## config.mk

```make
export PLATFORM = sky130hd
export DESIGN_NAME = pm_mode_ctrl
export DESIGN_NICKNAME = d
export VERILOG_FILES = /design/src/rtl/pm_pkg.sv /design/src/rtl/pm_wake_edge.sv /design/src/rtl/pm_seq_fsm.sv /design/src/rtl/pm_cfg_reg.sv /design/src/rtl/pm_out_gate.sv /design/src/rtl/pm_mode_ctrl.sv
export SDC_FILE = /design/constraint.sdc
export NUM_CORES = 1
export LEC_CHECK = 0
export BUFFER_PORTS_ARGS = -buffer_cell sky130_fd_sc_hd__buf_2
export CORE_MARGIN = 5
export CORE_UTILIZATION = 40
export CTS_CLUSTER_DIAMETER = 120
export DETAILED_ROUTE_END_ITERATION = 8
export PLACE_DENSITY = 0.71
export SETUP_SLACK_MARGIN = 0.2
export SKIP_CTS_REPAIR_TIMING = 1
export SYNTH_ARGS = -nofsm -noshare
export SYNTH_HDL_FRONTEND = slang
export SYNTH_SLANG_ARGS = --single-unit
```

## constraint.sdc

```tcl
create_clock -name clk -period 1.4 [get_ports clk]
set_input_delay 0.28 -clock clk [delete_from_list [all_inputs] [get_ports clk]]
set_output_delay 0.28 -clock clk [all_outputs]
set_load 0.01 [all_outputs]
```

## src/rtl/pm_pkg.sv

```systemverilog
package pm_pkg;

    typedef enum logic [1:0] {
        PM_OFF  = 2'b00,
        PM_RAMP = 2'b01,
        PM_RUN  = 2'b10,
        PM_NAP  = 2'b11
    } pm_mode_e;

    localparam int CFG_W  = 4;
    localparam int CB_CHG = 0;
    localparam int CB_DIS = 1;
    localparam int CB_BAL = 2;
    localparam int CB_NAP = 3;

    typedef struct packed {
        logic bias;
        logic vreg;
        logic serial;
        logic prot;
        logic clr;
        logic sw_ok;
    } pm_en_t;

    typedef struct packed {
        logic chg;
        logic dis;
        logic bal;
    } pm_drv_t;

    function automatic pm_en_t mode_enables(pm_mode_e m);
        pm_en_t e;
        e = '0;
        case (m)
            PM_OFF:  e.clr = 1'b1;
            PM_RAMP: begin
                e.bias   = 1'b1;
                e.vreg   = 1'b1;
                e.serial = 1'b1;
            end
            PM_RUN: begin
                e.bias   = 1'b1;
                e.vreg   = 1'b1;
                e.serial = 1'b1;
                e.prot   = 1'b1;
                e.sw_ok  = 1'b1;
            end
            PM_NAP:  e.serial = 1'b1;
            default: e.clr = 1'b1;
        endcase
        return e;
    endfunction

    function automatic pm_drv_t gate_drivers(logic [CFG_W-1:0] cfg, logic allow,
                                             logic oc, logic ot);
        pm_drv_t d;
        d.chg = allow & cfg[CB_CHG] & ~oc & ~ot;
        d.dis = allow & cfg[CB_DIS] & ~oc & ~ot;
        d.bal = allow & cfg[CB_BAL] & ~ot;
        return d;
    endfunction

endpackage

```

## src/rtl/pm_wake_edge.sv

```systemverilog
module pm_wake_edge #(
    parameter int STAGES = 2
) (
    input  logic clk,
    input  logic rst,
    input  logic pin,
    output logic evt
);
    logic [STAGES-1:0] chain;
    logic              last_q;

    generate
        for (genvar i = 0; i < STAGES; i++) begin : g_stage
            if (i == 0) begin : g_first
                always_ff @(posedge clk) begin
                    if (rst) chain[0] <= 1'b0;
                    else     chain[0] <= pin;
                end
            end else begin : g_next
                always_ff @(posedge clk) begin
                    if (rst) chain[i] <= 1'b0;
                    else     chain[i] <= chain[i-1];
                end
            end
        end
    endgenerate

    always_ff @(posedge clk) begin
        if (rst) last_q <= 1'b0;
        else     last_q <= chain[STAGES-1];
    end

    assign evt = chain[STAGES-1] ^ last_q;
endmodule

```

## src/rtl/pm_seq_fsm.sv

```systemverilog
module pm_seq_fsm
    import pm_pkg::*;
#(
    parameter int SETTLE_CYC = 16
) (
    input  logic     clk,
    input  logic     rst,
    input  logic     supply_ok,
    input  logic     nap_bit,
    input  logic     wake_evt,
    output pm_mode_e mode_q
);
    localparam int CNT_W = (SETTLE_CYC < 2) ? 1 : $clog2(SETTLE_CYC);
    localparam logic [CNT_W-1:0] CNT_LAST = CNT_W'(SETTLE_CYC - 1);

    pm_mode_e         mode_d;
    logic [CNT_W-1:0] cnt_q, cnt_d;

    always_comb begin
        mode_d = mode_q;
        cnt_d  = '0;
        if (!supply_ok) begin
            mode_d = PM_OFF;
        end else begin
            case (mode_q)
                PM_OFF:  mode_d = PM_RAMP;
                PM_RAMP: begin
                    if (cnt_q == CNT_LAST) mode_d = PM_RUN;
                    else                   cnt_d  = cnt_q + 1'b1;
                end
                PM_RUN:  if (nap_bit) mode_d = PM_NAP;
                PM_NAP:  if (wake_evt || !nap_bit) mode_d = PM_RUN;
                default: mode_d = PM_OFF;
            endcase
        end
    end

    always_ff @(posedge clk) begin
        if (rst) begin
            mode_q <= PM_OFF;
            cnt_q  <= '0;
        end else begin
            mode_q <= mode_d;
            cnt_q  <= cnt_d;
        end
    end
endmodule

```

## src/rtl/pm_cfg_reg.sv

```systemverilog
module pm_cfg_reg
    import pm_pkg::*;
(
    input  logic             clk,
    input  logic             rst,
    input  logic             clr,
    input  logic             wr,
    input  logic [CFG_W-1:0] wdata,
    input  pm_mode_e         mode,
    input  logic             wake_evt,
    output logic [CFG_W-1:0] q
);
    logic [CFG_W-1:0] nxt;

    always_comb begin
        nxt = q;
        if (wr) nxt = wdata;
        if (mode == PM_NAP) begin
            nxt[CB_CHG] = 1'b0;
            nxt[CB_DIS] = 1'b0;
            nxt[CB_BAL] = 1'b0;
            if (wake_evt) nxt[CB_NAP] = 1'b0;
        end
    end

    always_ff @(posedge clk) begin
        if (rst || clr) q <= '0;
        else            q <= nxt;
    end
endmodule

```

## src/rtl/pm_out_gate.sv

```systemverilog
module pm_out_gate
    import pm_pkg::*;
(
    input  pm_mode_e         mode,
    input  logic [CFG_W-1:0] cfg,
    input  logic             oc_fault,
    input  logic             ot_fault,
    output logic             bias_en,
    output logic             vreg_en,
    output logic             serial_en,
    output logic             prot_en,
    output logic             regs_clr,
    output logic             chg_drv,
    output logic             dis_drv,
    output logic             bal_en
);
    pm_en_t  en;
    pm_drv_t drv;

    always_comb begin
        en  = mode_enables(mode);
        drv = gate_drivers(cfg, en.sw_ok, oc_fault, ot_fault);
    end

    assign bias_en   = en.bias;
    assign vreg_en   = en.vreg;
    assign serial_en = en.serial;
    assign prot_en   = en.prot;
    assign regs_clr  = en.clr;
    assign chg_drv   = drv.chg;
    assign dis_drv   = drv.dis;
    assign bal_en    = drv.bal;
endmodule

```

## src/rtl/pm_mode_ctrl.sv

```systemverilog
module pm_mode_ctrl
    import pm_pkg::*;
#(
    parameter int SETTLE_CYC  = 16,
    parameter int SYNC_STAGES = 2
) (
    input  logic             clk,
    input  logic             rst,
    input  logic             supply_ok,
    input  logic             wake_pin,
    input  logic             cfg_wr,
    input  logic [CFG_W-1:0] cfg_wdata,
    input  logic             oc_fault,
    input  logic             ot_fault,
    output logic [CFG_W-1:0] cfg_rdata,
    output logic [1:0]       mode,
    output logic             bias_en,
    output logic             vreg_en,
    output logic             serial_en,
    output logic             prot_en,
    output logic             regs_clr,
    output logic             chg_drv,
    output logic             dis_drv,
    output logic             bal_en
);
    pm_mode_e         mode_q;
    logic             wake_evt;
    logic [CFG_W-1:0] cfg_q;
    logic             clr_w;

    pm_wake_edge #(.STAGES(SYNC_STAGES)) u_wake (
        .clk (clk),
        .rst (rst),
        .pin (wake_pin),
        .evt (wake_evt)
    );

    pm_seq_fsm #(.SETTLE_CYC(SETTLE_CYC)) u_fsm (
        .clk       (clk),
        .rst       (rst),
        .supply_ok (supply_ok),
        .nap_bit   (cfg_q[CB_NAP]),
        .wake_evt  (wake_evt),
        .mode_q    (mode_q)
    );

    pm_cfg_reg u_cfg (
        .clk      (clk),
        .rst      (rst),
        .clr      (clr_w),
        .wr       (cfg_wr),
        .wdata    (cfg_wdata),
        .mode     (mode_q),
        .wake_evt (wake_evt),
        .q        (cfg_q)
    );

    pm_out_gate u_gate (
        .mode      (mode_q),
        .cfg       (cfg_q),
        .oc_fault  (oc_fault),
        .ot_fault  (ot_fault),
        .bias_en   (bias_en),
        .vreg_en   (vreg_en),
        .serial_en (serial_en),
        .prot_en   (prot_en),
        .regs_clr  (clr_w),
        .chg_drv   (chg_drv),
        .dis_drv   (dis_drv),
        .bal_en    (bal_en)
    );

    assign regs_clr  = clr_w;
    assign cfg_rdata = cfg_q;
    assign mode      = mode_q;
endmodule

```

Yosys cells after proc, flatten, opt, wreduce, memory -nomap -nowiden
Index checks and enable logic that the tools add are counted.
{ "word_totals": {"regBits": 13, "inputBits": 11, "out_inout_bits": 14, "wordCells": 49} }
{ "classes": {"add_sub_neg": 1, "eq_ne": 7, "n_mux": 11, "n_bitwise": 13, "n_reduce_logical": 10} }
{ "op_table": {"columns": ["cell", "n"], "rows": [
  ["$and A1 B1 Y1", 8],
  ["$mux W2", 4],
  ["$mux W4", 2],
  ["$pmux W2 S4", 1],
  ["$reduce_or A2 Y1", 3],
  ["$add A4 B1 Y4 const B", 1],
  ["$eq A2 B2 Y1 const B", 2],
  ["$eq A4 B4 Y1 const B", 1],
  ["$mux W1", 4],
  ["$ne A2 B1 Y1 const B", 2],
  ["$not A1 Y1", 4],
  ["$reduce_or A4 Y1", 1],
  ["$reduce_and A3 Y1", 1],
  ["$reduce_or A3 Y1", 1],
  ["$eq A2 B1 Y1 const B", 1],
  ["$logic_not A2 Y1", 1],
  ["$logic_or A1 B1 Y1", 2],
  ["$ne A2 B2 Y1 const B", 1],
  ["$logic_not A1 Y1", 1],
  ["$xor A1 B1 Y1", 1]
]} }

Logic depth before layout (Yosys ltp)
{ "depth": {"depth_word": 5, "depth_mapped": 5, "ltp_nobuf": 5} }

Modules after synthesis
Synthesis repeated with hierarchy kept, for this count alone.
{ "hier_totals": {"hier_cells": 57, "hier_area_um2": 599.3} }
{ "by_module_without_submodules": {"columns": ["mod", "instances", "cells_per_inst", "area_per_inst_um2", "seq_area_each_um2"], "rows": [
  ["pm_seq_fsm", 1, 25, 256.5, 120.1],
  ["pm_cfg_reg", 1, 15, 163.9, 80.1],
  ["pm_out_gate", 1, 10, 91.3, 0.0],
  ["pm_wake_edge", 1, 7, 87.6, 60.1]
]} }

Worst setup path before layout
No wires, ideal clock.
{ "synth_timing": {"path_type": "register to register", "from": "reg u_fsm.mode_q[0]", "to": "reg u_fsm.mode_q[0]", "setup_time_ns": 0.061, "arrival_time_ns": 1.462, "t_required_ns": 1.339, "slack_ns": -0.123, "stages_incl_launch_ff": 5, "path_buffers": 0, "synth_period_minus_slack_ns": 1.523, "path_cell_list": "dfxtp_1 -> inv_1 -> ha_1 -> a222oi_1 -> o221a_1"} }
{ "synth_via": {"elab_chain_len": 3, "elab_cells_between_ends": 9, "cone_classes": "eq/ne (6); mux (1); reduce/logical (2)"} }
{ "synth_lines": {"columns": ["item", "line", "text"], "rows": [
  ["from (decl)", "pm_seq_fsm.sv:11", "output pm_mode_e mode_q"],
  ["from (signal assigned)", "pm_seq_fsm.sv:43", "mode_q <= mode_d;"],
  ["$eq A2 B2 Y1 / $eq A2 B1 Y1 (equally long branches)", "pm_seq_fsm.sv:25", "case (mode_q)"],
  ["$ne A2 B2 Y1 (no line) / $ne A2 B1 Y1 (equally long branches)", null, null],
  ["$reduce_and A3 Y1 (no line)", null, null]
]} }
Parallel ways exist; a longest one is shown, timed or not.
A chain may end at the register's enable or synchronous reset.

Final worst setup path
{ "layout_timing": {"from": "reg u_fsm.mode_q[0]", "to": "out dis_drv"} }
{ "layout_via": {"elab_chain_len": 5} }
{ "layout_lines": {"columns": ["item", "line", "text"], "rows": [
  ["$eq A2 B2 Y1", "pm_pkg.sv:34", "case (m)"],
  ["$mux W1", "pm_pkg.sv:34", null],
  ["$and A1 B1 Y1 (3 in series)", "pm_pkg.sv:58", "d.dis = allow & cfg[CB_DIS] & ~oc & ~ot;"],
  ["to (decl)", "pm_mode_ctrl.sv:23", "output logic dis_drv,"]
]} }
Every way passes these cells.

==> key figures <==
Logic synthesis
  – Most common cell in the netlist: dfxtp_1
  – Asr flop ratio synth: 0%
  – Mapped Nets: 79
  – Synthesized area: just over 600 sq um
  – Cell accounting for the most synthesized area: dfxtp_1
  – Synth Area in Compound Gates: slightly below 5%
  – Xor/xnor share of the synthesized area: between 4 and 5%
  – Largest family of logic cells by synthesized area: simple AND/OR/NAND/NOR gates
  – Share of the synthesized area in the top cell type: ~42%
  – Seq/Total Area, Yosys: a little over two fifths
  – Top post-synthesis cells by area: dfxtp_1, ha_1, mux2i_1, nor2_1, nor2b_1
  – Synth unique cells: 23
  – Proportion of synthesized area in mux cells: 8.08%
  – Adder-Cell Fraction of Synth Area: between 10% and 20%
  – Synth cell count leaders: dfxtp_1, nor2_1, ha_1
  – Syn Area/Cell: 9.99 sq um
  – Synth Instances: 62
  – #FFs+latches synth: 13
  – Ys flop type: dfxtp_1
  – Post-Synth Simple-Gate Area: a little under a quarter
  – Synthesis Warnings: 0
  – Post-synth EDFFs: 0

Timing
  – Final Hold Vio Count: 0
  – Worst-margin pin slew: between 0.4 and 0.5 ns
  – Peak Freq: about 660 MHz
  – Final setup vio count: 8
  – Final worst-path setup slack: -0.118 ns
  – Final min period: about 1.5 ns
  – RSZ-0062 raised after global routing: true
  – Slew margin rel.: between 70 and 80%
  – Skew final: about 0.0026 ns
  – Setup TNS Final: -0.535 ns
  – Slew Limit Fails: 0
  – Final period util: 108%

Worst setup path
  – CP Data Required Time: 1.12 ns
  – Cell Chain, Critical Path: inv_4 > ha_4 > nor4bb_4 > buf_2
  – CP Capture Type: output pin
  – Crit path max-delay cell type: dfxtp_4
  – R2r startpoint: u_fsm.mode_q[1]$_SDFFE_PP0P_
  – Crit path kind: reg -> out
  – CP startpoint kind: register
  – Crit Path Max Fanout: 6
  – Cell depth of the worst flop-to-flop path: 4
  – Worst R2R End: u_fsm.mode_q[0]$_SDFFE_PP0P_
  – Flop2flop setup slack: -0.04 ns
  – Critical Path AT: 1.24 ns
  – CP peak stage delay: ~0.38 ns

Die
  – Chip height: about 49 um
  – I/O Pins: 25
  – Core Area: between 1000 and 1500 sq um
  – Die width: between 40 and 50 um
  – Starting Density: just over 40%
  – FP Rows: 14
  – Full die area: about 2400 sq um

Global route
  – GRT Util Overall: 10.6%
  – Largest net degree at the start of global routing: 8
  – Initial antenna violation count: 0
  – First-pass GRT wire length: ~2.1 mm
  – Vias in the first global route: 483
  – Gr ovfl total: 0

Detailed routing
  – DR WL/cell: ~13 um
  – Antenna Nets Post-Route: 0
  – First-pass DRT Iterations: 4
  – Vias: 521
  – DRT iter0 DRCs: 3
  – Drt drc: 0
  – Drt total wl: between 1 and 1.5 mm
  – Avg Vias per Cell: 5.01

Clock tree
  – H-tree depth: 1
  – Clock Root Buffer: clkbuf_4
  – CTS sink count: 13
  – Clk slew on worst S/H paths: ~0.07 ns
  – CTS buffer count: 3
  – Skew-Pair Late Insertion Delay: 0.26 ns
  – CTS Buffer Depth: 2
  – CTS tree: yes

Run
  – Max Cap Violations: 0

Power
  – Pwr Total: 0.756 mW
  – Max IR drop VDD: roughly 0.43 mV
  – Logic pwr share: 19.3%
  – Net Sw Power: around 0.19 mW
  – Pwr per Cell Area: slightly below 900 nW/um^2
  – Cell Int Power: approximately 0.57 mW
  – Seq pwr share: 52.1%
  – Clock power frac: between 20 and 30%
  – Static leakage: ~0.39 nW
  – Switching Fraction: 24.7%

Min path
  – Worst Hold Path EP: u_wake.chain[0]$_SDFF_PP0_
  – HP Start: wake_pin
  – Worst Hold Depth: 2
  – Worst min path class: in -> reg

Finish
  – Layout Area Growth over Synthesis: 41.0%
  – Nets: about 110
  – Fillers: between 100 and 150
  – Layout cells sized above 1: about 50%
  – Antenna Cells: 0
  – Final Instance Count excl. Fillers: approximately 100

Status
  – Failing checks: setup timing
  – Run status: finished, violations left

Placed design
  – Gpl congestion: 0.712
  – Inst Count DP: 99
  – PortBufs: 24
  – Hpwl dp: between 1 and 1.5 mm
through the flow:
stage	hold WS, ns	utilization (%)	worst slack [ns]	area (sq um)
2_1_floorplan	0.352	-	0.0982	667
3_3_place_gp	0.417	52.9	0.0597	788
3_5_place_dp	0.428	52.9	-0.0293	788
4_1_cts	0.222	54.7	-0.141	815
5_1_grt	0.211	58.7	-0.206	873
6_report	0.223	58.7	-0.118	873
cells in the final DEF (no fill, tap or decap), types with 2 or more instances in the layout:
cell type / synthesis / routed
nand2_1: 3 / 3
ha_4: 0 / 3
buf_6: 0 / 3
dfxtp_4: 0 / 2
xnor2_1: 2 / 2
dfxtp_1: 13 / 10
nor2b_1: 4 / 4
nand3_1: 2 / 2
ha_1: 6 / 2
inv_4: 0 / 2
nor2_1: 7 / 7
buf_2: 0 / 21
mux2i_1: 5 / 5
clkbuf_4: 0 / 3
power by group through the flow:
| stage | logic (mW) | clock network, mW | registers [mW] |
|---|---|---|---|
| after floorplan | 0.0721 | 0 | 0.402 |
| after global placement | 0.113 | 0 | 0.400 |
| after detailed placement | 0.115 | 0 | 0.402 |
| after CTS | 0.116 | 0.227 | 0.393 |
| after global routing | 0.161 | 0.249 | 0.395 |
| final | 0.146 | 0.217 | 0.394 |
critical path: cells and delay by family, from the launching register on:
family,cells,cell delay (ns)
buf+inv,2,0.24
simple gates,1,0.20
flops,1,0.38
fa+ha+maj,1,0.16
state kept, by name, summed over array words and instances, names as in the netlist:
signal / count
u_cfg.q: 4
u_fsm.cnt_q: 4
u_fsm.mode_q: 2
u_wake.chain: 2
u_wake.last_q: 1
worst max-delay path by stage:
stage,start,end,slack [ns],cells past startpoint
final,u_fsm.mode_q[0]$_SDFFE_PP0P_,dis_drv,-0.12,4
after global routing,u_fsm.mode_q[0]$_SDFFE_PP0P_,dis_drv,-0.21,4
after CTS,u_fsm.mode_q[0]$_SDFFE_PP0P_,dis_drv,-0.14,4
after detailed placement,u_fsm.cnt_q[0]$_SDFF_PP0_,u_fsm.mode_q[0]$_SDFFE_PP0P_,-0.03,4
after global placement,u_fsm.cnt_q[0]$_SDFF_PP0_,u_fsm.mode_q[0]$_SDFFE_PP0P_,0.06,4
after floorplan,u_fsm.mode_q[0]$_SDFFE_PP0P_,u_fsm.mode_q[0]$_SDFFE_PP0P_,0.1,4
kinds of logic after synthesis:
kind of cell,after synthesis
compound gates,3
xor+xnor,3
fa+ha+maj,6
buf+inv,7
flops,13
mux,5
simple gates,25
routing by layer:
metal / global-route usage [%] / vias to the layer above / share of wire [%]
li1: - / 263 / -
met1: 12.9 / 234 / 41
met2: 15.9 / 22 / 49
met3: 4.28 / 2 / 9.6
met4: 4.93 / 0 / 0.66
met5: 0 / - / 0
cell type report:
type                            count  area [sq um]  area share, %
Clock buffer                        4          26.3           3.01
Tap cell                           16          20.0           2.29
Multi-Input combinational cell     42           392           44.8
Inverter                            4          20.0           2.29
Sequential cell                    13           269           30.8
Timing Repair Buffer               25           146           16.8
No activity file was read; power rests on OpenSTA's default activity.
